## src/rtl/pbus_pkg.sv

```systemverilog
package pbus_pkg;
  typedef enum logic [2:0] {
    ST_IDLE,
    ST_SETUP,
    ST_STROBE,
    ST_HOLD,
    ST_DONE
  } pbus_st_e;

  typedef enum logic [1:0] {
    BUS_SER = 2'b00,
    BUS_TWI = 2'b01,
    BUS_M68 = 2'b10,
    BUS_I80 = 2'b11
  } pbus_mode_e;

  function automatic logic mode_is_parallel(logic [1:0] m);
    return m[1];
  endfunction
endpackage

```

## src/rtl/pbus_timer.sv

```systemverilog
module pbus_timer #(
  parameter int CW = 3
) (
  input  logic          clk_i,
  input  logic          rst_ni,
  input  logic          load_i,
  input  logic [CW-1:0] val_i,
  output logic          zero_o
);
  logic [CW-1:0] cnt_q;

  always_ff @(posedge clk_i or negedge rst_ni) begin
    if (!rst_ni)            cnt_q <= '0;
    else if (load_i)        cnt_q <= val_i;
    else if (cnt_q != '0)   cnt_q <= cnt_q - 1'b1;
  end

  assign zero_o = (cnt_q == '0);
endmodule

```

## src/rtl/pbus_seq.sv

```systemverilog
module pbus_seq
  import pbus_pkg::*;
#(
  parameter int SETUP_CYC  = 2,
  parameter int STROBE_CYC = 4,
  parameter int HOLD_CYC   = 2
) (
  input  logic     clk_i,
  input  logic     rst_ni,
  input  logic     req_valid_i,
  input  logic     par_ok_i,
  output pbus_st_e state_o,
  output logic     accept_o,
  output logic     capture_o,
  output logic     done_o,
  output logic     err_o
);
  localparam int MAXC = (SETUP_CYC > STROBE_CYC)
                        ? ((SETUP_CYC > HOLD_CYC) ? SETUP_CYC : HOLD_CYC)
                        : ((STROBE_CYC > HOLD_CYC) ? STROBE_CYC : HOLD_CYC);
  localparam int CW = $clog2(MAXC + 1);
  localparam logic [CW-1:0] S_LD = CW'(SETUP_CYC - 1);
  localparam logic [CW-1:0] T_LD = CW'(STROBE_CYC - 1);
  localparam logic [CW-1:0] H_LD = CW'(HOLD_CYC - 1);

  pbus_st_e      st_q, st_d;
  logic          err_q, err_d;
  logic          ld;
  logic [CW-1:0] ld_val;
  logic          zero;

  pbus_timer #(.CW(CW)) u_timer (
    .clk_i  (clk_i),
    .rst_ni (rst_ni),
    .load_i (ld),
    .val_i  (ld_val),
    .zero_o (zero)
  );

  always_comb begin
    st_d   = st_q;
    err_d  = err_q;
    ld     = 1'b0;
    ld_val = S_LD;
    unique case (st_q)
      ST_IDLE: if (req_valid_i) begin
        if (par_ok_i) begin
          st_d   = ST_SETUP;
          ld     = 1'b1;
          ld_val = S_LD;
          err_d  = 1'b0;
        end else begin
          st_d  = ST_DONE;
          err_d = 1'b1;
        end
      end
      ST_SETUP: if (zero) begin
        st_d   = ST_STROBE;
        ld     = 1'b1;
        ld_val = T_LD;
      end
      ST_STROBE: if (zero) begin
        st_d   = ST_HOLD;
        ld     = 1'b1;
        ld_val = H_LD;
      end
      ST_HOLD:  if (zero) st_d = ST_DONE;
      ST_DONE: begin
        st_d  = ST_IDLE;
        err_d = 1'b0;
      end
      default:  st_d = ST_IDLE;
    endcase
  end

  always_ff @(posedge clk_i or negedge rst_ni) begin
    if (!rst_ni) begin
      st_q  <= ST_IDLE;
      err_q <= 1'b0;
    end else begin
      st_q  <= st_d;
      err_q <= err_d;
    end
  end

  assign state_o   = st_q;
  assign accept_o  = (st_q == ST_IDLE) && req_valid_i && par_ok_i;
  assign capture_o = (st_q == ST_STROBE) && zero;
  assign done_o    = (st_q == ST_DONE);
  assign err_o     = (st_q == ST_DONE) && err_q;
endmodule

```

## src/rtl/pbus_pins.sv

```systemverilog
module pbus_pins
  import pbus_pkg::*;
(
  input  logic [1:0] mode_i,
  input  logic       cs_latch_i,
  input  pbus_st_e   state_i,
  input  logic       rd_i,
  input  logic       dc_i,
  output logic       cs_no,
  output logic       pin_a_o,
  output logic       pin_b_o,
  output logic       dc_o,
  output logic       oe_o
);
  logic win, stb;

  assign win = (state_i == ST_SETUP) || (state_i == ST_STROBE) || (state_i == ST_HOLD);
  assign stb = (state_i == ST_STROBE);

  always_comb begin
    dc_o = win ? dc_i : 1'b0;
    oe_o = win && !rd_i;
    if (mode_i == BUS_I80) begin
      if (cs_latch_i) begin
        // strobes held through window, chip select is the latch
        cs_no   = !stb;
        pin_a_o = !(win && !rd_i);
        pin_b_o = !(win && rd_i);
      end else begin
        cs_no   = !win;
        pin_a_o = !(stb && !rd_i);
        pin_b_o = !(stb && rd_i);
      end
    end else begin
      cs_no   = !win;
      pin_a_o = win ? rd_i : 1'b1;
      pin_b_o = stb;
    end
  end
endmodule

```

## src/rtl/pbus_master.sv

```systemverilog
module pbus_master
  import pbus_pkg::*;
#(
  parameter int DW         = 8,
  parameter int SETUP_CYC  = 2,
  parameter int STROBE_CYC = 4,
  parameter int HOLD_CYC   = 2
) (
  input  logic          clk_i,
  input  logic          rst_ni,
  input  logic [1:0]    mode_i,
  input  logic          cs_latch_i,
  input  logic          req_valid_i,
  input  logic          req_rd_i,
  input  logic          req_dc_i,
  input  logic [DW-1:0] req_wdata_i,
  output logic [DW-1:0] rdata_o,
  output logic          done_o,
  output logic          err_o,
  output logic [DW-1:0] bus_d_o,
  input  logic [DW-1:0] bus_d_i,
  output logic          bus_oe_o,
  output logic          bus_dc_o,
  output logic          bus_cs_no,
  output logic          bus_rw_wrn_o,
  output logic          bus_e_rdn_o
);
  pbus_st_e      state;
  logic          accept, capture;
  logic          rd_q, dc_q;
  logic [DW-1:0] wdata_q, rdata_q;

  pbus_seq #(
    .SETUP_CYC  (SETUP_CYC),
    .STROBE_CYC (STROBE_CYC),
    .HOLD_CYC   (HOLD_CYC)
  ) u_seq (
    .clk_i       (clk_i),
    .rst_ni      (rst_ni),
    .req_valid_i (req_valid_i),
    .par_ok_i    (mode_is_parallel(mode_i)),
    .state_o     (state),
    .accept_o    (accept),
    .capture_o   (capture),
    .done_o      (done_o),
    .err_o       (err_o)
  );

  always_ff @(posedge clk_i or negedge rst_ni) begin
    if (!rst_ni) begin
      rd_q    <= 1'b0;
      dc_q    <= 1'b0;
      wdata_q <= '0;
      rdata_q <= '0;
    end else begin
      if (accept) begin
        rd_q    <= req_rd_i;
        dc_q    <= req_dc_i;
        wdata_q <= req_wdata_i;
      end
      if (capture && rd_q) rdata_q <= bus_d_i;
    end
  end

  pbus_pins u_pins (
    .mode_i     (mode_i),
    .cs_latch_i (cs_latch_i),
    .state_i    (state),
    .rd_i       (rd_q),
    .dc_i       (dc_q),
    .cs_no      (bus_cs_no),
    .pin_a_o    (bus_rw_wrn_o),
    .pin_b_o    (bus_e_rdn_o),
    .dc_o       (bus_dc_o),
    .oe_o       (bus_oe_o)
  );

  assign bus_d_o = wdata_q;
  assign rdata_o = rdata_q;
endmodule

```

## config.mk

```make
export PLATFORM = sky130hd
export DESIGN_NAME = pbus_master
export DESIGN_NICKNAME = d
export VERILOG_FILES = /design/src/rtl/pbus_pkg.sv /design/src/rtl/pbus_timer.sv /design/src/rtl/pbus_seq.sv /design/src/rtl/pbus_pins.sv /design/src/rtl/pbus_master.sv
export SDC_FILE = /design/constraint.sdc
export NUM_CORES = 1
export LEC_CHECK = 0
export BUFFER_PORTS_ARGS = -buffer_cell sky130_fd_sc_hd__clkbuf_2
export CORE_MARGIN = 2
export CORE_UTILIZATION = 40
export DETAILED_ROUTE_END_ITERATION = 6
export PLACE_DENSITY = 0.77
export SYNTH_ARGS = -nofsm -noshare
export SYNTH_HDL_FRONTEND = slang
export SYNTH_HIERARCHICAL = 1
export SYNTH_SLANG_ARGS = --single-unit
```

## constraint.sdc

```tcl
create_clock -name clk_i -period 3.2 [get_ports clk_i]
set_input_delay 0.16 -clock clk_i [delete_from_list [all_inputs] [get_ports clk_i]]
set_output_delay 0.16 -clock clk_i [all_outputs]
set_load 0.1 [all_outputs]
```

---- Yosys cells after proc, flatten, opt, wreduce, memory -nomap -nowiden ----
Index checks and enable logic that the tools add are counted.
operators by class
  add/sub/neg operators ................... 1
  equality and inequality tests ........... 9
  mux-type cells .......................... 25
  reductions and logical operators ........ 26
operator list
  operator                                                            number
  3-bit two-way mux                                                   8
  1-bit two-way mux                                                   13
  3-bit case mux with 4 select lines                                  1
  1-bit logical AND                                                   9
  2-bit inequality test, second input constant                        4
  1-bit zero test                                                     7
  3-bit by 2-bit == test with 1-bit output, second input constant     2
  3-bit zero test                                                     2
  1-bit case mux with 2 select lines                                  2
  4-bit AND reduction                                                 1
  2-bit nonzero test                                                  2
  3-bit by 1-bit == test with 1-bit output, second input constant     1
  3-bit == test, second input constant                                1
  3-bit nonzero test                                                  1
  3-bit by 1-bit subtractor with 3-bit output, second input constant  1
  2-bit == test, second input constant                                1
  1-bit logical OR                                                    2
  2-bit two-way mux                                                   1
  2-bit AND reduction                                                 1
  2-bit OR reduction                                                  1
storage, ports and cells
  register bits after elaboration ......... 25
  bits of input ports ..................... 24
  word-level logic and storage cells ...... 68

---- Logic depth before layout (Yosys ltp) ----
  depth after elaboration ................. 7
  mapped depth ............................ 9

---- By module ----
Netlist, hierarchy kept.
by module, submodules not included
  module       times used  cells an instance  area each (um^2)  seq. area each (um^2)
  pbus_master  1           38                 670.6             450.4
  pbus_seq     1           30                 246.5             100.1
  pbus_timer   1           21                 201.4             75.1
  pbus_pins    1           13                 86.3              0.0

---- Worst setup path before layout ----
Ideal clock, no wire load.
  path kind ............................... register to output
  start point ............................. register u_seq.st_q[2] (netlist: u_seq/state_o[2])
  end point ............................... output port bus_rw_wrn_o
  arrival time ............................ 3.086 ns
  required time ........................... 3.040 ns
  setup slack ............................. -0.046 ns
  stages on the path, launching flop included .. 4
  buffers on the path ..................... 0
  path through ............................ dfrtp_1 > o21bai_1 > nor2_1 > o21ai_1
between the ends
  word-level cells in the longest chain between the ends .. 7
  elaborated cells between the ends (all ways) .. 12
  classes of those cells .................. eq/ne: 3; mux: 3; reduce/logical: 6
RTL lines
  item                                                                                                  RTL line           RTL
  from (decl)                                                                                           pbus_seq.sv:26     pbus_st_e st_q, st_d;
  from (signal assigned)                                                                                pbus_seq.sv:81     st_q <= st_d;
  3-bit by 1-bit == test with 1-bit output or 3-bit by 2-bit == test with 1-bit output (tied branches)  pbus_pins.sv:17    assign win = (state_i == ST_SETUP) || (state_i == ST_STROBE) || (state_i == ST_HOLD);
  1-bit logical OR                                                                                      pbus_pins.sv:17
  1-bit logical OR (*)                                                                                  pbus_pins.sv:17
  1-bit logical AND (*)                                                                                 --
  via bus_oe_o                                                                                          pbus_master.sv:22  output logic bus_oe_o,
  1-bit zero test (*)                                                                                   pbus_pins.sv:27    pin_a_o = !(win && !rd_i);
  1-bit two-way mux (*)                                                                                 pbus_pins.sv:24    if (cs_latch_i) begin
  1-bit two-way mux (*)                                                                                 pbus_pins.sv:23    if (mode_i == BUS_I80) begin
  to (decl)                                                                                             pbus_master.sv:25  output logic bus_rw_wrn_o,
Mark *: on every way through the listed nets, which the timed path passes. The rest lies on a longest branch.

---- Final worst setup path ----
  start point ............................. register u_seq.u_timer.cnt_q[0]
  end point ............................... register u_seq.u_timer.cnt_q[1]
between the ends
  word-level cells in the longest chain between the ends .. 4
  elaborated cells between the ends (all ways) .. 10
  classes of those cells .................. add/sub: 1; mux: 6; reduce/logical: 3
RTL lines
  item                                                     RTL line                        RTL
  from (decl)                                              pbus_timer.sv:10                logic [CW-1:0] cnt_q;
  from (signal assigned)                                   pbus_timer.sv:14                else if (load_i) cnt_q <= val_i;
  from (signal assigned)                                   pbus_timer.sv:15                else if (cnt_q != '0) cnt_q <= cnt_q - 1'b1;
  3-bit zero test (*)                                      pbus_timer.sv:18                assign zero_o = (cnt_q == '0);
  via u_seq.zero                                           pbus_seq.sv:30                  logic zero;
  1-bit two-way mux (*)                                    pbus_seq.sv:57, pbus_seq.sv:62
  1-bit case mux with 2 select lines (*)                   pbus_seq.sv:45                  unique case (st_q)
  via u_seq.ld                                             pbus_seq.sv:28                  logic ld;
  3-bit two-way mux or 2-bit nonzero test (tied branches)  --
Mark *: on every way through the listed nets, which the timed path passes. The rest lies on a longest branch. The select of a mux whose other input is x is not followed.
A chain may end at the register's enable or synchronous reset.

==> results by group <==
Outcome
  – Run status: finished with violations
  – Failing checks: design-rule violations

Timing
  – Final critical-path required period: 2149 ps
  – Pins Over Slew Limit: 0
  – Slew HR: 59.87%
  – Clock Skew: 8.877 ps
  – Setup violations, final: 0
  – Peak Freq: 465.4 MHz
  – Unrepaired setup endpoints after global routing: false
  – Worst-Margin Slew: 602.0 ps
  – Final hold vios: 0
  – Total negative slack: 0 ps
  – Final Cycle Share: 67.15%

Setup path
  – Crit Path Class: reg -> reg
  – WP buf/inv: 3
  – R2r worst-path depth: 9
  – Critical path launch point type: flip-flop
  – Worst path required time: 3430 ps
  – Critical path's slowest cell: dfrtp_1
  – CP top delay family: compound AO/OA/AOI/OAI gates
  – Crit-path max FO: 7
  – Crit end category: flip-flop
  – Critical path arrival: 2380 ps
  – Most common cell on crit path: inv_1
  – Crit path cell chain: inv_1 > ha_1 > nand2b_1 > inv_1 > nand2_1 > or2_1 > a21oi_1 > inv_1 > a311oi_1
  – Max stage delay on crit path: 420 ps
  – Levels on crit path: 9

Yosys
  – Number of synthesized flops with an enable pin: 0
  – Synth cell types: 34
  – Most frequent cell after synthesis: dfrtp_1
  – Synth cell count leaders: 25 x dfrtp_1, 18 x mux2_2, 6 x inv_1
  – YS warnings: 6
  – Post-synth top area cell: dfrtp_1
  – Seq cells post-synth: 25
  – Yosys top cell area share: 51.92%
  – Sequential area share after synthesis: 51.92%
  – Post-Syn Area: 0.001205 sq mm
  – Post-synthesis average cell area: 11.81 sq um
  – Synthesized instance count: 102
  – Synth area leaders: dfrtp_1 52%, mux2_2 17%, nor4b_1 2.2%
  – Syn nets: 128
  – FFs w/ async S/R, synth: 100.0%
  – Top FF cell, synth: dfrtp_1

GRT
  – Global-route usage over all layers: 14.22%
  – Pin count of the biggest net entering global routing: 26
  – Gr ovfl total: 0
  – Vias in the first global route: 910
  – First-pass GRT wire length: 3726 microns
  – Initial antenna violation count: 0

Finish
  – Final nets: 178
  – Diode count: 0
  – Area Growth Syn to Fin: 24.09%
  – Fillers: 262
  – Reg area: 625.6 sq um
  – Ratio of cells with drive above 1 in the final layout: 48.34%
  – Area of the multi-input gates: 533.0 sq um

Route
  – Vias: 912
  – Final WL: 2273 microns
  – Drt via density: 5.011
  – Drt first pass iters: 6
  – Drt drc: 3
  – ANT nets after route: 0
  – WL per Instance: 12.49 microns
  – Iteration-0 DRC Markers: 39

Floorplanning
  – Die height: 58.89 microns
  – CORE AREA: 0.002805 sq mm
  – Initial core utilization: 42.95%
  – # rows: 19
  – Die Span X: 58.89 microns
  – I/O Pins: 47
  – Die area: 0.003467 sq mm

Clock tree
  – CTS tree: yes
  – Clock latency on the worst-skew pair: 320 ps
  – Clk sinks: 25
  – Clock buffer count from CTS: 3
  – CTS root buffer: clkbuf_4
  – H-Tree Depth: 1
  – Hold_buf cts: 1
  – Post-CTS Resized: 0
  – CTS max path bufs: 2
  – Setup Fix Bufs, Post-CTS: 0
  – Worst-path clk slew: 140 ps

Placed design
  – Post-DP HPWL: 1792 microns
  – RD Place Congestion: 0.7538
  – IO buf count: 46

Worst hold path
  – Hold Crit Class: in -> reg
  – Hold path depth: 2

Job
  – Max_cap viols: 0
[flip-flops by register name, summed over array words and instances (netlist names)]
signal	count
rd_q	1
u_seq/u_timer/cnt_q	3
u_seq/err_q	1
bus_d_o	8
dc_q	1
rdata_o	8
u_seq/state_o	3
[placed cells by master (no fill, tap or decap), types with 3 or more instances in the layout]
master and instances:
nor2_1 4, mux2_2 18, nor4b_1 3, inv_1 6, clkbuf_2 46, a21oi_1 3
clkbuf_4 3, nor2b_1 4, nand2_1 3, nand2b_1 3, dfrtp_1 25
[cell type report]
cell class,instances,area share (%)
flip-flops and latches,25,41.84
repair buffers,48,16.57
clock inverters,1,0.3347
multi-input cells,68,35.65
well taps,31,2.594
clock buffers,3,1.506
inverters,6,1.506
[final timing paths]
path	start	to	slack, ps
hold reg to reg	u_seq/err_q	u_seq/err_q	490
max in group asynchronous	rst_ni	bus_d_o[4]	2450
min in group asynchronous	rst_ni	u_seq/u_timer/cnt_q[1]	350
hold / removal	bus_d_i[0]	rdata_o[0]	50
setup reg to reg	u_seq/u_timer/cnt_q[0]	u_seq/u_timer/cnt_q[1]	1050
setup / recovery	u_seq/u_timer/cnt_q[0]	u_seq/u_timer/cnt_q[1]	1050
[through the flow]
stage / cells / util, % / hold WS (ps) / cell area [sq um] / setup WS, ps
after CTS: 182 / 53.30 / 44.71 / 1495 / 1053
after global placement: 177 / 51.96 / 192.0 / 1458 / 1271
final: 182 / 53.30 / 53.87 / 1495 / 1051
after floorplan: 102 / - / -135.6 / 1207 / 677.6
after global routing: 182 / 53.30 / 32.54 / 1495 / 820.2
after detailed placement: 177 / 51.96 / 208.2 / 1458 / 1082
[layer usage]
| metal | global-route usage [%] | wire length [microns] |
|---|---|---|
| met3 | 3.956 | 119 |
| met4 | 4.870 | 9 |
| met1 | 16.62 | 927 |
| met5 | 0 | 0 |
| met2 | 24.92 | 1217 |
[logic make-up (layout without fill, tap and decap cells)]
kind of cell	after synthesis	after routing	share of synthesized area [%]
buf+inv	9	58	4.049
flops	25	25	51.92
mux	19	19	18.07
fa+ha+maj	2	2	2.077
other cells	2	2	0.6233
compound gates	14	14	7.892
simple gates	31	31	15.37
[worst register-to-register path: cells and delay by family (launching register included)]
family | cells | cell delay, ps
AND/OR/NAND/NOR | 3 | 440
buffers and inverters | 3 | 320
AO/OA/AOI/OAI | 2 | 670
adder cells (fa/ha/maj) | 1 | 200
flip-flops | 1 | 420
Power is left out: the tool's default activity adds up to more than one toggle a clock period on the data nets, which glitch-free logic cannot reach.
